==> src/rtl/outsup_pkg.sv <==
// Package: shared types for the output supervisor.
// Assumes: nothing beyond standard SystemVerilog.
package outsup_pkg;
    // Latched fault pair; at most one bit is ever set.
    typedef struct packed {
        logic ov;
        logic uv;
    } fault_t;
endpackage

==> src/rtl/outsup_persist.sv <==
// Persistence filter: out takes the value of raw only after raw has
// differed from out on TICKS consecutive clocks.
// Assumes: TICKS >= 1; clr is a synchronous clear forcing out to 0.
module outsup_persist #(
    parameter int TICKS = 1250
) (
    input  logic clk,
    input  logic rst_n,
    input  logic clr,
    input  logic raw,
    output logic filt
);
    localparam int CW = (TICKS > 1) ? $clog2(TICKS) : 1;
    localparam logic [CW-1:0] LAST = CW'(TICKS - 1);

    logic [CW-1:0] run_cnt;

    // Count consecutive disagreeing clocks and flip on the last one.
    always_ff @(posedge clk) begin
        if (!rst_n || clr) begin
            filt    <= 1'b0;
            run_cnt <= '0;
        end else if (raw == filt) begin
            run_cnt <= '0;
        end else if (run_cnt == LAST) begin
            filt    <= raw;
            run_cnt <= '0;
        end else begin
            run_cnt <= run_cnt + 1'b1;
        end
    end

    // the filtered value only ever moves toward the raw input.
    a_r2_moves_to_raw: assert property (@(posedge clk) disable iff (!rst_n)
        (!clr && !$stable(filt) && filt) |-> $past(raw));
endmodule

==> src/rtl/outsup_selwin.sv <==
// Select-transition window: detects any edge on the select input and
// keeps a window open for WIN strobes; a new edge restarts it.
// Assumes: sel_in is synchronous to clk.
module outsup_selwin #(
    parameter int WIN = 32
) (
    input  logic clk,
    input  logic rst_n,
    input  logic sel_in,
    input  logic cyc_stb,
    output logic sel_edge,
    output logic win_open
);
    localparam int WW = $clog2(WIN + 1);
    localparam logic [WW-1:0] FULL = WW'(WIN);

    logic          sel_q;
    logic [WW-1:0] win_left;

    assign sel_edge = sel_in ^ sel_q;
    assign win_open = (win_left != '0);

    // Track previous select level; reset loads the present level.
    always_ff @(posedge clk) begin
        sel_q <= sel_in;
    end

    // Window countdown: an edge reloads, each strobe consumes one.
    always_ff @(posedge clk) begin
        if (!rst_n) begin
            win_left <= '0;
        end else if (sel_edge) begin
            win_left <= FULL;
        end else if (cyc_stb && win_open) begin
            win_left <= win_left - 1'b1;
        end
    end

    // any edge leaves the window fully loaded next clock.
    a_r10_edge_reloads: assert property (@(posedge clk) disable iff (!rst_n)
        sel_edge |=> (win_left == FULL));
    // without a strobe or an edge the window count does not move.
    a_r8_holds_between_strobes: assert property (@(posedge clk) disable iff (!rst_n)
        (!sel_edge && !cyc_stb) |=> $stable(win_left));
endmodule

==> src/rtl/outsup_uvcount.sv <==
// Under-voltage persistence counter: counts strobes that sample feedback
// below the limit; any good strobe restarts the count.
// Assumes: arm low holds the count at zero.
module outsup_uvcount #(
    parameter int FB_W      = 12,
    parameter int UV_MV     = 525,
    parameter int UV_CYCLES = 8
) (
    input  logic            clk,
    input  logic            rst_n,
    input  logic            arm,
    input  logic            cyc_stb,
    input  logic [FB_W-1:0] fb_mv,
    output logic            uv_trip
);
    localparam int CW = (UV_CYCLES > 1) ? $clog2(UV_CYCLES) : 1;
    localparam logic [CW-1:0]   LAST  = CW'(UV_CYCLES - 1);
    localparam logic [FB_W-1:0] LIMIT = FB_W'(UV_MV);

    logic [CW-1:0] low_cnt;
    logic          below;

    assign below   = (fb_mv < LIMIT);
    assign uv_trip = arm && cyc_stb && below && (low_cnt == LAST);

    // Count consecutive low strobes while armed.
    always_ff @(posedge clk) begin
        if (!rst_n || !arm) begin
            low_cnt <= '0;
        end else if (cyc_stb) begin
            if (!below || uv_trip) low_cnt <= '0;
            else                   low_cnt <= low_cnt + 1'b1;
        end
    end

    // a strobe at or above the limit leaves the count at zero.
    a_r5_good_strobe_clears: assert property (@(posedge clk) disable iff (!rst_n)
        (cyc_stb && !below) |=> (low_cnt == '0));
endmodule

==> src/rtl/outsup_top.sv <==
// Output supervisor top: power-good decision, over/under-voltage fault
// latches and set-point select handling around a select transition.
// Assumes: fb_mv is a millivolt code sampled every clock; cyc_stb is a
// single-clock pulse per switching cycle; rst_n is the power-on reset.
module outsup_top #(
    parameter int FB_W       = 12,
    parameter int FILT_TICKS = 1250,
    parameter int WIN_CYCLES = 32,
    parameter int UV_CYCLES  = 8,
    parameter int REF_MV     = 750,
    parameter int PG_LO_MV   = 600,
    parameter int OV_MV      = 900,
    parameter int OV_WIN_MV  = 1125,
    parameter int UV_MV      = 525
) (
    input  logic            clk,
    input  logic            rst_n,
    input  logic            enable,
    input  logic            ss_done,
    input  logic            cyc_stb,
    input  logic            sel_in,
    input  logic [FB_W-1:0] fb_mv,
    output logic            pgood,
    output logic            ov_lowside_on,
    output logic            uv_drive_off,
    output logic            sel_pulldown
);
    import outsup_pkg::*;

    localparam logic [FB_W-1:0] REF_C   = FB_W'(REF_MV);
    localparam logic [FB_W-1:0] PGLO_C  = FB_W'(PG_LO_MV);
    localparam logic [FB_W-1:0] OV_C    = FB_W'(OV_MV);
    localparam logic [FB_W-1:0] OVWIN_C = FB_W'(OV_WIN_MV);

    fault_t          fault;
    logic            started;
    logic            sel_edge, win_open, freeze;
    logic [FB_W-1:0] ov_limit;
    logic            pg_raw, pg_filt, ov_raw, ov_filt, uv_trip;

    assign sel_pulldown  = ~sel_in;
    assign freeze        = sel_edge | win_open;
    assign ov_limit      = win_open ? OVWIN_C : OV_C;
    assign pg_raw        = (fb_mv >= PGLO_C) && (fb_mv <= OV_C);
    assign ov_raw        = (fb_mv > ov_limit);
    assign ov_lowside_on = fault.ov;
    assign uv_drive_off  = fault.uv;

    outsup_selwin #(.WIN(WIN_CYCLES)) u_selwin (
        .clk(clk), .rst_n(rst_n), .sel_in(sel_in), .cyc_stb(cyc_stb),
        .sel_edge(sel_edge), .win_open(win_open)
    );

    outsup_persist #(.TICKS(FILT_TICKS)) u_pg_filt (
        .clk(clk), .rst_n(rst_n), .clr(!enable), .raw(pg_raw), .filt(pg_filt)
    );

    outsup_persist #(.TICKS(FILT_TICKS)) u_ov_filt (
        .clk(clk), .rst_n(rst_n), .clr(!enable), .raw(ov_raw), .filt(ov_filt)
    );

    outsup_uvcount #(.FB_W(FB_W), .UV_MV(UV_MV), .UV_CYCLES(UV_CYCLES)) u_uv (
        .clk(clk), .rst_n(rst_n), .arm(started && (fault == '0)),
        .cyc_stb(cyc_stb), .fb_mv(fb_mv), .uv_trip(uv_trip)
    );

    // Remember that soft-start finished at the reference level.
    always_ff @(posedge clk) begin
        if (!rst_n || !enable)              started <= 1'b0;
        else if (ss_done && fb_mv >= REF_C) started <= 1'b1;
    end

    // Fault latch: first fault wins; cleared only by disable or reset.
    always_ff @(posedge clk) begin
        if (!rst_n || !enable) begin
            fault <= '0;
        end else if (fault == '0) begin
            if (ov_filt)      fault.ov <= 1'b1;
            else if (uv_trip) fault.uv <= 1'b1;
        end
    end

    // Power-good output: forced low, frozen in a window, else filtered.
    always_ff @(posedge clk) begin
        if (!rst_n || !enable)                pgood <= 1'b0;
        else if (!started || fault != '0)     pgood <= 1'b0;
        else if (!freeze)                     pgood <= pg_filt;
    end

    // a latched over-voltage fault drives power-good low next clock.
    a_r3_fault_drops_pgood: assert property (@(posedge clk) disable iff (!rst_n)
        (fault != '0) |=> !pgood);
    // the two faults are never latched together.
    a_r6_single_fault: assert property (@(posedge clk) disable iff (!rst_n)
        $onehot0({ov_lowside_on, uv_drive_off}));
    // a fault does not clear while enabled.
    a_r6_fault_sticky: assert property (@(posedge clk) disable iff (!rst_n)
        (enable && ov_lowside_on) |=> ov_lowside_on);
    // disable clears everything on the next clock.
    a_r11_disable_clears: assert property (@(posedge clk) disable iff (!rst_n)
        !enable |=> (!pgood && !ov_lowside_on && !uv_drive_off));
    // in a window with no fault, power-good holds its value.
    a_r8_freeze_holds: assert property (@(posedge clk) disable iff (!rst_n)
        (enable && started && fault == '0 && freeze) |=> $stable(pgood));
    // over-voltage latches only after its filter has asserted.
    a_r4_ov_needs_filter: assert property (@(posedge clk) disable iff (!rst_n)
        $rose(ov_lowside_on) |-> $past(ov_filt));
    // under-voltage latches only on a low strobe.
    a_r5_uv_on_strobe: assert property (@(posedge clk) disable iff (!rst_n)
        $rose(uv_drive_off) |-> $past(cyc_stb && fb_mv < FB_W'(UV_MV)));
endmodule

==> config.mk <==
export PLATFORM = sky130hd
export DESIGN_NAME = outsup_top
export DESIGN_NICKNAME = d
export VERILOG_FILES = /design/src/rtl/outsup_pkg.sv /design/src/rtl/outsup_persist.sv /design/src/rtl/outsup_selwin.sv /design/src/rtl/outsup_uvcount.sv /design/src/rtl/outsup_top.sv
export SDC_FILE = /design/constraint.sdc
export NUM_CORES = 1
export LEC_CHECK = 0
export BUFFER_PORTS_ARGS = -buffer_cell sky130_fd_sc_hd__buf_2
export CAP_MARGIN = 10
export CORE_MARGIN = 2
export CORE_UTILIZATION = 30
export DETAILED_ROUTE_END_ITERATION = 6
export PLACE_DENSITY = 0.48
export SETUP_SLACK_MARGIN = 0.5
export SLEW_MARGIN = 20
export SYNTH_ARGS = -nofsm -noshare
export SYNTH_HDL_FRONTEND = slang
export SYNTH_SLANG_ARGS = --single-unit
==> constraint.sdc <==
create_clock -name clk -period 7.4 [get_ports clk]
set_clock_uncertainty 0.2 [all_clocks]
set_input_delay 1.48 -clock clk [delete_from_list [all_inputs] [get_ports clk]]
set_output_delay 1.48 -clock clk [all_outputs]
set_load 0.01 [all_outputs]
### After elaboration in Yosys (flattened, before gate mapping)

Index checks and enable logic that the tools add are counted.

* $lt $le $gt $ge: 5
* muxes and demuxes: 4
* multiply operators: 0
* shifts and indexed selects: 0
* equality and inequality tests: 5
* div/mod/pow operators: 0
* reductions and logical operators: 28
* add/sub/neg operators: 4
* bitwise operators: 7

Operators with widths (count)
* 12-bit by 10-bit >= comparator with 1-bit output (second input constant): 2
* 11-bit by 1-bit adder with 11-bit output (second input constant): 2
* 11-bit equality test (second input constant): 2
* 12-bit by 11-bit > comparator with 1-bit output: 1
* 12-bit by 10-bit <= comparator with 1-bit output (second input constant): 1
* 12-bit by 10-bit less-than comparator with 1-bit output (second input constant): 1
* 6-bit 2-to-1 mux: 2
* 11-bit 2-to-1 mux: 1
* 1-bit logical AND: 7
* 2-bit AND reduction: 3
* 6-bit nonzero test: 1
* 3-bit OR reduction: 2
* 6-bit by 1-bit subtractor with 6-bit output (second input constant): 1
* 1-bit logical NOT: 5
* 1-bit inverter: 5
* 1-bit logical OR: 4
* 2-bit nonzero test: 2
* 2-bit OR reduction: 2
* 3-bit by 1-bit adder with 3-bit output (second input constant): 1
* 3-bit equality test (second input constant): 1
* 3-bit 2-to-1 mux: 1
* 3-bit AND reduction: 1
* 1-bit equality test: 2
* 2-bit logical NOT: 1
* other kinds (2): 2

* input bits: 18
* flip-flop bits (word level): 38
* RAM bits: 0
* memories: 0
* output and inout bits: 4
* memory bits (read-only): 0
* bits in latches: 0

### Longest topological paths before layout

Gate-level depths: netlist of the first run.

* depth after elaboration: 7
* depth in mapped cells: 13
* depth with buffers taken out: 12

### Modules after synthesis

A second synthesis of the first run with hierarchy kept.

* cell total of the unflattened synthesis: 242
* area, all modules: 2204.6 µm²

By module, submodules not included
* outsup_persist: cells an instance 61, area each 594.3 µm², seq. area each 240.2 µm², instances 2
* outsup_top: cells an instance 55, area each 460.4 µm², seq. area each 80.1 µm², instances 1
* outsup_selwin: cells an instance 41, area each 361.6 µm², seq. area each 140.1 µm², instances 1
* outsup_uvcount: cells an instance 24, area each 193.9 µm², seq. area each 60.1 µm², instances 1

### Least setup slack after synthesis of the first run

No wires, ideal clock.

* kind: input to register
* from: in fb_mv[9]
* to: reg u_ov_filt.run_cnt[10]
* path slack: 4.140 ns
* cell stages on the path: 8
* required time: 7.119 ns
* setup time: 0.081 ns
* data arrival time: 2.979 ns
* path through: ha_1 a21o_1 a21oi_1 o21ai_2 a311oi_1 o21ai_0 buf_2 a211oi_2

* cells in the longest elaborated chain, start to end: 3

Ends and longest elaborated chain
* start: declaration: line outsup_top.sv:22 `input logic [FB_W-1:0] fb_mv,`
* 12-bit by 11-bit > comparator with 1-bit output: line outsup_top.sv:45 `assign ov_raw = (fb_mv > ov_limit);`
* 1-bit equality test: line outsup_persist.sv:23 `end else if (raw == filt) begin`
* 3-bit OR reduction (no line)
* end signal: assignment: line outsup_persist.sv:29 `run_cnt <= run_cnt + 1'b1;`
* end: declaration: line outsup_persist.sv:16 `logic [CW-1:0] run_cnt;`

Every way passes these cells.
A chain may end at the register's enable or synchronous reset.

### Final worst setup path of the first run

* from: in sel_in
* to: out sel_pulldown

* cells in the longest elaborated chain, start to end: 1

Ends and longest elaborated chain
* start: declaration: line outsup_top.sv:21 `input logic sel_in,`
* 1-bit inverter: line outsup_top.sv:41 `assign sel_pulldown = ~sel_in;`
* end: declaration: line outsup_top.sv:26 `output logic sel_pulldown`

Every way passes these cells.

==> results.toml, run 1 <==
[floorplan]
row_count = 29
dieArea_um2 = 7260
dieWidth_um = 85.2
core-area_um2 = 6350
fp.dieH_um = 85.2
start_util_pct = 31.2
ios = 22

[logic_synthesis]
yosysSeqAreaShare_pct = 38.5
ys_seq_elements = 38
synthesis.area_um2 = 1980
synth_top_area_share_pct = 38.5
syn_avg_cell_area_um2 = 8.95
synth_area_leaders = "dfxtp_1, nor2_1, a211oi_2"
syn_inst = 221
yosys.area.top_type = "dfxtp_1"
synth_warnings = 0
syn-num-nets = 248
synth.distinct_cells = 40

[detailed_routing]
routed_via_density = 4.90
vias = 1584
routed_wl_um = 3850
first_pass_iters = 4
drtIter0Drc = 51
ant_nets = 0
wl_per_cell_um = 11.9
drc_errors = 0

[critical_path]
r2r-end = "u_ov_filt.run_cnt[0]$_SDFF_PP0_"
r2r_start = "u_selwin.win_left[0]$_SDFFE_PP0P_"
cp.depth = 3
critPathCaptureType = "output port"
critical_path.most_common_cell = "buf_2"
critPathLaunch = "sel_in"
slowest_stage = "buf_2"
ff2ff_setup_slack_ps = 4060
cp_slowest_stage_delay_ps = 120
cp.required_ps = 5720
worstSetupStartpointType = "input pin"
cp.arrival_ps = 1760
crit_end = "sel_pulldown"
r2r_cells = 12
cp_max_fo = 3
critical_path_class = "in2out"
crit_buf_inv = 3
path_delay_family = "buffers and inverters"
worstPathCellList = "buf_2 > inv_1 > buf_2"

[run]
drv_cap = 0

[timing]
finalHoldViolCount = 0
min_period_over_period_pct = 46.5
final.min_clock_period_ps = 3440
fmaxAchievable_mhz = 291
grt_setup_unrepaired = "false"
tightest_slew_ps = 671
slew_viol_final = 0
tns_ps = 0
relSlewSlack_pct = 55.2
finalSetupViolCount = 0
holdWs_ps = 273

[cells_and_area]
area_delta_synth_final_pct = 16.4
final_common_cell = "dfxtp_1"
layout_common_cells = "dfxtp_1, nor2_1, buf_2, nand2_1, nand3_1"
multi_input_area_um2 = 1160
seqCellArea_um2 = 761
nNetsFinal = 272
diodes = 0
drive_gt1_share_pct = 18.3
fillers = 641

[power_and_ir_drop]
switching_share_pct = 25.5
ir_worst_vdd_mv = 0.145
p_leak_nw = 0.859
internal_power_mw = 0.392
power_frac_comb_pct = 17.7
powerDensity_nw_per_um2 = 229
seqPwrFrac_pct = 40.9
p_clk_share_pct = 41.4
p_switching_mw = 0.134

[place]
gp_congestion = 0.754
portBuffers = 21
hpwl_um = 2910

[grt]
antenna_found_initial = 0
grt_start_max_net_pins = 13
grt_overflow_total = 0
grt_usage_pct = 11.4
grt_pass1_vias = 1499
grt_pass1_wl_um = 6770

[clock_tree]
htreeDepth = 2
numCtsBuffers = 5
post_cts_buffers = 0
cts_tree = "done"
cts_buffer_depth = 2
clk_latency_ps = 290
path_clk_slew_ps = 70
root_buffer = "clkbuf_8"
cts_sinks = 38
cts-resized-gates = 0
ctsHoldBuffers = 0

[status]
outcome = "finished clean"

[worst_hold_path]
hp-class = "reg2reg"
min-delay-start = "started$_SDFFE_PP0P_"
## worst min-delay path by stage
stage | endpoint | cells past startpoint
detailed placement | started$_SDFFE_PP0P_ | 2
global route | started$_SDFFE_PP0P_ | 2
finish | started$_SDFFE_PP0P_ | 2
CTS | started$_SDFFE_PP0P_ | 2
global placement | started$_SDFFE_PP0P_ | 2
floorplan | started$_SDFFE_PP0P_ | 2
## state kept, by name (all words and copies together) (netlist names)
signal             cells
u_selwin.win_left      6
u_pg_filt.run_cnt     11
ov_lowside_on          1
u_ov_filt.run_cnt     11
uv_drive_off           1
pgood                  1
u_selwin.sel_q         1
started                1
u_ov_filt.filt         1
u_uv.low_cnt           3
u_pg_filt.filt         1
## area by class of cell
cell class	count	share of cell area, %
Clock buffer	6	3.59
Multi-Input combinational cell	169	50.4
Tap cell	77	4.18
Sequential cell	38	33.0
Timing Repair Buffer	21	4.57
Inverter	10	1.63
Clock inverter	2	2.61
## metal layers
metal  vias up  global-route usage [%]  part of all wire (%)
met2        14                    17.6                    46
met1       734                    15.3                    50
li1        830                       -                     -
met5         -                       0                     0
met4         0                    4.33                   1.8
met3         6                    2.72                   2.4
## Yosys cell counts, drive strengths merged
cell	number
dfxtp	38
nor2	36
nand2	16
nand3	16
xnor2	14
a211oi	12
xor2	11
inv	10
ha	9
a21oi	6
and3	6
mux2i	5
nor3	5
o21ai	5
a21o	3
or3	3
a21boi	2
a22oi	2
a311oi	2
buf	2
clkbuf	2
nor3b	2
nor4	2
nor4b	2
nor4bb	2
a31oi	1
and4b	1
nand4	1
o2111a	1
o211ai	1
o21bai	1
o41ai	1
or4b	1
## power groups by stage
stage	Sequential, mW	Clock, mW	Combinational (mW)
finish	0.215	0.218	0.0930
detailed placement	0.220	0	0.0923
floorplan	0.219	0	0.0743
CTS	0.215	0.225	0.0934
global route	0.217	0.233	0.105
global placement	0.220	0	0.0931
## kinds of logic (layout without fill, tap and decap cells)
| group | after synthesis | count (layout) | synth area share, % |
|---|---|---|---|
| compound gates | 37 | 37 | 15.7 |
| xor+xnor | 25 | 25 | 11.1 |
| fa+ha+maj | 9 | 9 | 5.69 |
| buf+inv | 14 | 39 | 3.10 |
| flops | 38 | 38 | 38.5 |
| mux | 5 | 5 | 2.53 |
| simple gates | 93 | 93 | 23.5 |
## through the flow
stage	utilization (%)	setup WS, ps	instance area [µm²]	total power, mW	cells
5_1_grt	36.3	3730	2300	0.555	323
3_5_place_dp	34.0	3490	2160	0.313	315
4_1_cts	36.2	3720	2300	0.533	323
6_report	36.3	3960	2300	0.527	323
3_3_place_gp	34.0	3500	2160	0.313	315
2_1_floorplan	-	4140	1980	0.293	221
## tightest hold or removal path, cell delays in order, from the launching register on
cell and delay, ps:
dfxtp_1 330, a21oi_1 40, nor2_1 70
Power figures use the tool's default switching activity.
==> inputs of run 2 (changes only) <==
ABC_AREA = 1   (was not set)
clock period = 3.3 ns   (was 7.4 ns; I/O delays follow)
==> results.toml, run 2 <==
[clock_tree]
post_cts_buffers = 0
cts_tree = "done"
ctsHoldBuffers = 0
cts_buffer_depth = 2
path_clk_slew_ps = 70
numCtsBuffers = 5
cts-resized-gates = 0
root_buffer = "clkbuf_8"
cts_sinks = 38
clk_latency_ps = 280
htreeDepth = 2

[logic_synthesis]
synth-edff-count = 0
syn-num-nets = 308
yosysMostFrequentCell = "nand2_1"
syn_avg_cell_area_um2 = 7.31
synthesis.area_um2 = 2050
yosysSeqAreaShare_pct = 37.0
syn_inst = 281
synth_top_area_share_pct = 37.0
async_flop_share_pct = 0
yosys-top-cells-count = "nand2_1, inv_1, dfxtp_1, nor2_1, nand3_1"
ys_seq_elements = 38
synth_warnings = 0
yosys.area.top_type = "dfxtp_1"
synth_area_leaders = "dfxtp_1, nand2_1, inv_1"
synth.distinct_cells = 31
synth_flop_cell = "dfxtp_1"

[timing]
min_period_over_period_pct = 74.8
finalSetupViolCount = 0
holdWs_ps = 268
final.min_clock_period_ps = 2470
relSlewSlack_pct = 66.8
tns_ps = 0
finalHoldViolCount = 0
slew_viol_final = 0
tightest_slew_ps = 493
fmaxAchievable_mhz = 405
grt_setup_unrepaired = "false"

[power_and_ir_drop]
powerDensity_nw_per_um2 = 428
ir_worst_vdd_mv = 0.218
p_leak_nw = 0.973

[critical_path]
path_delay_family = "simple AND/OR/NAND/NOR gates"
cp.arrival_ps = 2480
critPathCaptureType = "flop"
r2r-end = "u_ov_filt.run_cnt[0]$_SDFF_PP0_"
r2r_start = "u_selwin.win_left[0]$_SDFFE_PP0P_"
cp.required_ps = 3310
r2r_cells = 12
worstPathCellList = "inv_1 > ha_1 > nand3_4 > ha_1 > nand3_1 > nor2_1 > nand3_1 > nand3_2 > nand2_1 > nand2_1 > nand3_2 > nor2_1"
ff2ff_setup_slack_ps = 830
crit_buf_inv = 1
slowest_stage = "ha_1"
cp_max_fo = 11
critical_path_class = "reg2reg"
cp_slowest_stage_delay_ps = 350
worstSetupStartpointType = "flop"

[floorplan]
dieWidth_um = 86.8
fp.dieH_um = 86.8
core-area_um2 = 6720
start_util_pct = 30.6
ios = 22
dieArea_um2 = 7530
row_count = 30

[detailed_routing]
drc_errors = 0
ant_nets = 0
routed_wl_um = 3980
vias = 1716
first_pass_iters = 4
wl_per_cell_um = 10.3
routed_via_density = 4.42
drtIter0Drc = 75

[grt]
grt_usage_pct = 11.8
antenna_found_initial = 0
grt_overflow_total = 0
grt_pass1_vias = 1638
grt_start_max_net_pins = 12
grt_pass1_wl_um = 7080

[cells_and_area]
drive_gt1_share_pct = 15.9
diodes = 0
largestRegisters = "u_ov_filt.run_cnt: 11 flops, u_pg_filt.run_cnt: 11 flops, u_selwin.win_left: 6 flops"
multi_input_area_um2 = 1110
area_delta_synth_final_pct = 13.7
nNetsFinal = 334
fillers = 731
seqCellArea_um2 = 761
final_common_cell = "nand2_1"
layout_common_cells = "nand2_1, inv_1, dfxtp_1, nor2_1, nand3_1"

[status]
outcome = "finished clean"

[worst_hold_path]
min-delay-start = "u_ov_filt.run_cnt[0]$_SDFF_PP0_"
whs_path_depth = 1
holdPathEnd = "u_ov_filt.run_cnt[0]$_SDFF_PP0_"
hp-class = "reg2reg"

[place]
gp_congestion = 0.746
hpwl_um = 3190
portBuffers = 21

[run]
drv_cap = 0
## run 2: cell types whose count changed after synthesis, sizes merged, moves of 10 or more
cell,previous run,this run
nand3,16,26
inv,10,45
a21oi,6,17
a211oi,12,1
nor2,36,48
nand2,16,48
## run 2: per-stage QoR
step	utilization [%]	power, mW	instance area, µm²	setup WS (ps)	instances
finish	34.8	1.00	2340	831	388
global route	34.8	1.07	2340	555	388
CTS	34.8	1.02	2340	807	388
detailed placement	33.4	0.686	2240	827	380
global placement	33.4	0.686	2240	889	380
floorplan	-	0.640	2050	1170	281
## run 2: worst max-delay path by stage
stage | cells after the start | to | start | slack [ps]
5_1_grt | 14 | u_ov_filt.run_cnt[7]$_SDFF_PP0_ | u_selwin.win_left[0]$_SDFFE_PP0P_ | 550
3_3_place_gp | 12 | u_ov_filt.run_cnt[0]$_SDFF_PP0_ | u_selwin.win_left[0]$_SDFFE_PP0P_ | 890
4_1_cts | 12 | u_ov_filt.run_cnt[0]$_SDFF_PP0_ | u_selwin.win_left[0]$_SDFFE_PP0P_ | 810
6_report | 12 | u_ov_filt.run_cnt[0]$_SDFF_PP0_ | u_selwin.win_left[0]$_SDFFE_PP0P_ | 830
2_1_floorplan | 13 | u_ov_filt.run_cnt[6]$_SDFF_PP0_ | u_selwin.win_left[0]$_SDFFE_PP0P_ | 1170
3_5_place_dp | 12 | u_ov_filt.run_cnt[0]$_SDFF_PP0_ | u_selwin.win_left[0]$_SDFFE_PP0P_ | 830
## run 2: layer usage
| metal | wire length [µm] | part of all wire (%) | track usage [%] | vias to the layer above |
|---|---|---|---|---|
| li1 | - | - | - | 944 |
| met1 | 2190 | 55 | 16.6 | 743 |
| met2 | 1610 | 40 | 17.2 | 23 |
| met3 | 109 | 2.7 | 2.67 | 6 |
| met4 | 72 | 1.8 | 4.69 | 0 |
| met5 | 0 | 0 | 0 | - |
## run 2: power by group
group / switching [mW] / internal (mW) / total (mW) / leakage (nW)
clock: 0.158 / 0.169 / 0.327 / 0.0482
sequential: 0.0103 / 0.469 / 0.480 / 0.308
combinational: 0.122 / 0.0724 / 0.195 / 0.617
total: 0.291 / 0.710 / 1.00 / 0.973
## run 2: kinds of logic after synthesis
| family | count (synthesis) | synth area share, % |
|---|---|---|
| XOR/XNOR | 19 | 8.10 |
| adder cells (fa/ha/maj) | 9 | 5.48 |
| AND/OR/NAND/NOR | 138 | 32.1 |
| buffers and inverters | 47 | 8.95 |
| AO/OA/AOI/OAI | 30 | 8.34 |
| flip-flops | 38 | 37.0 |
## run 2: cell type report
type	instances	area share, %
clock buffers	7	3.70
clock inverters	1	0.214
inverters	45	7.23
multi-input cells	196	47.5
flip-flops and latches	38	32.6
well taps	80	4.28
repair buffers	21	4.50
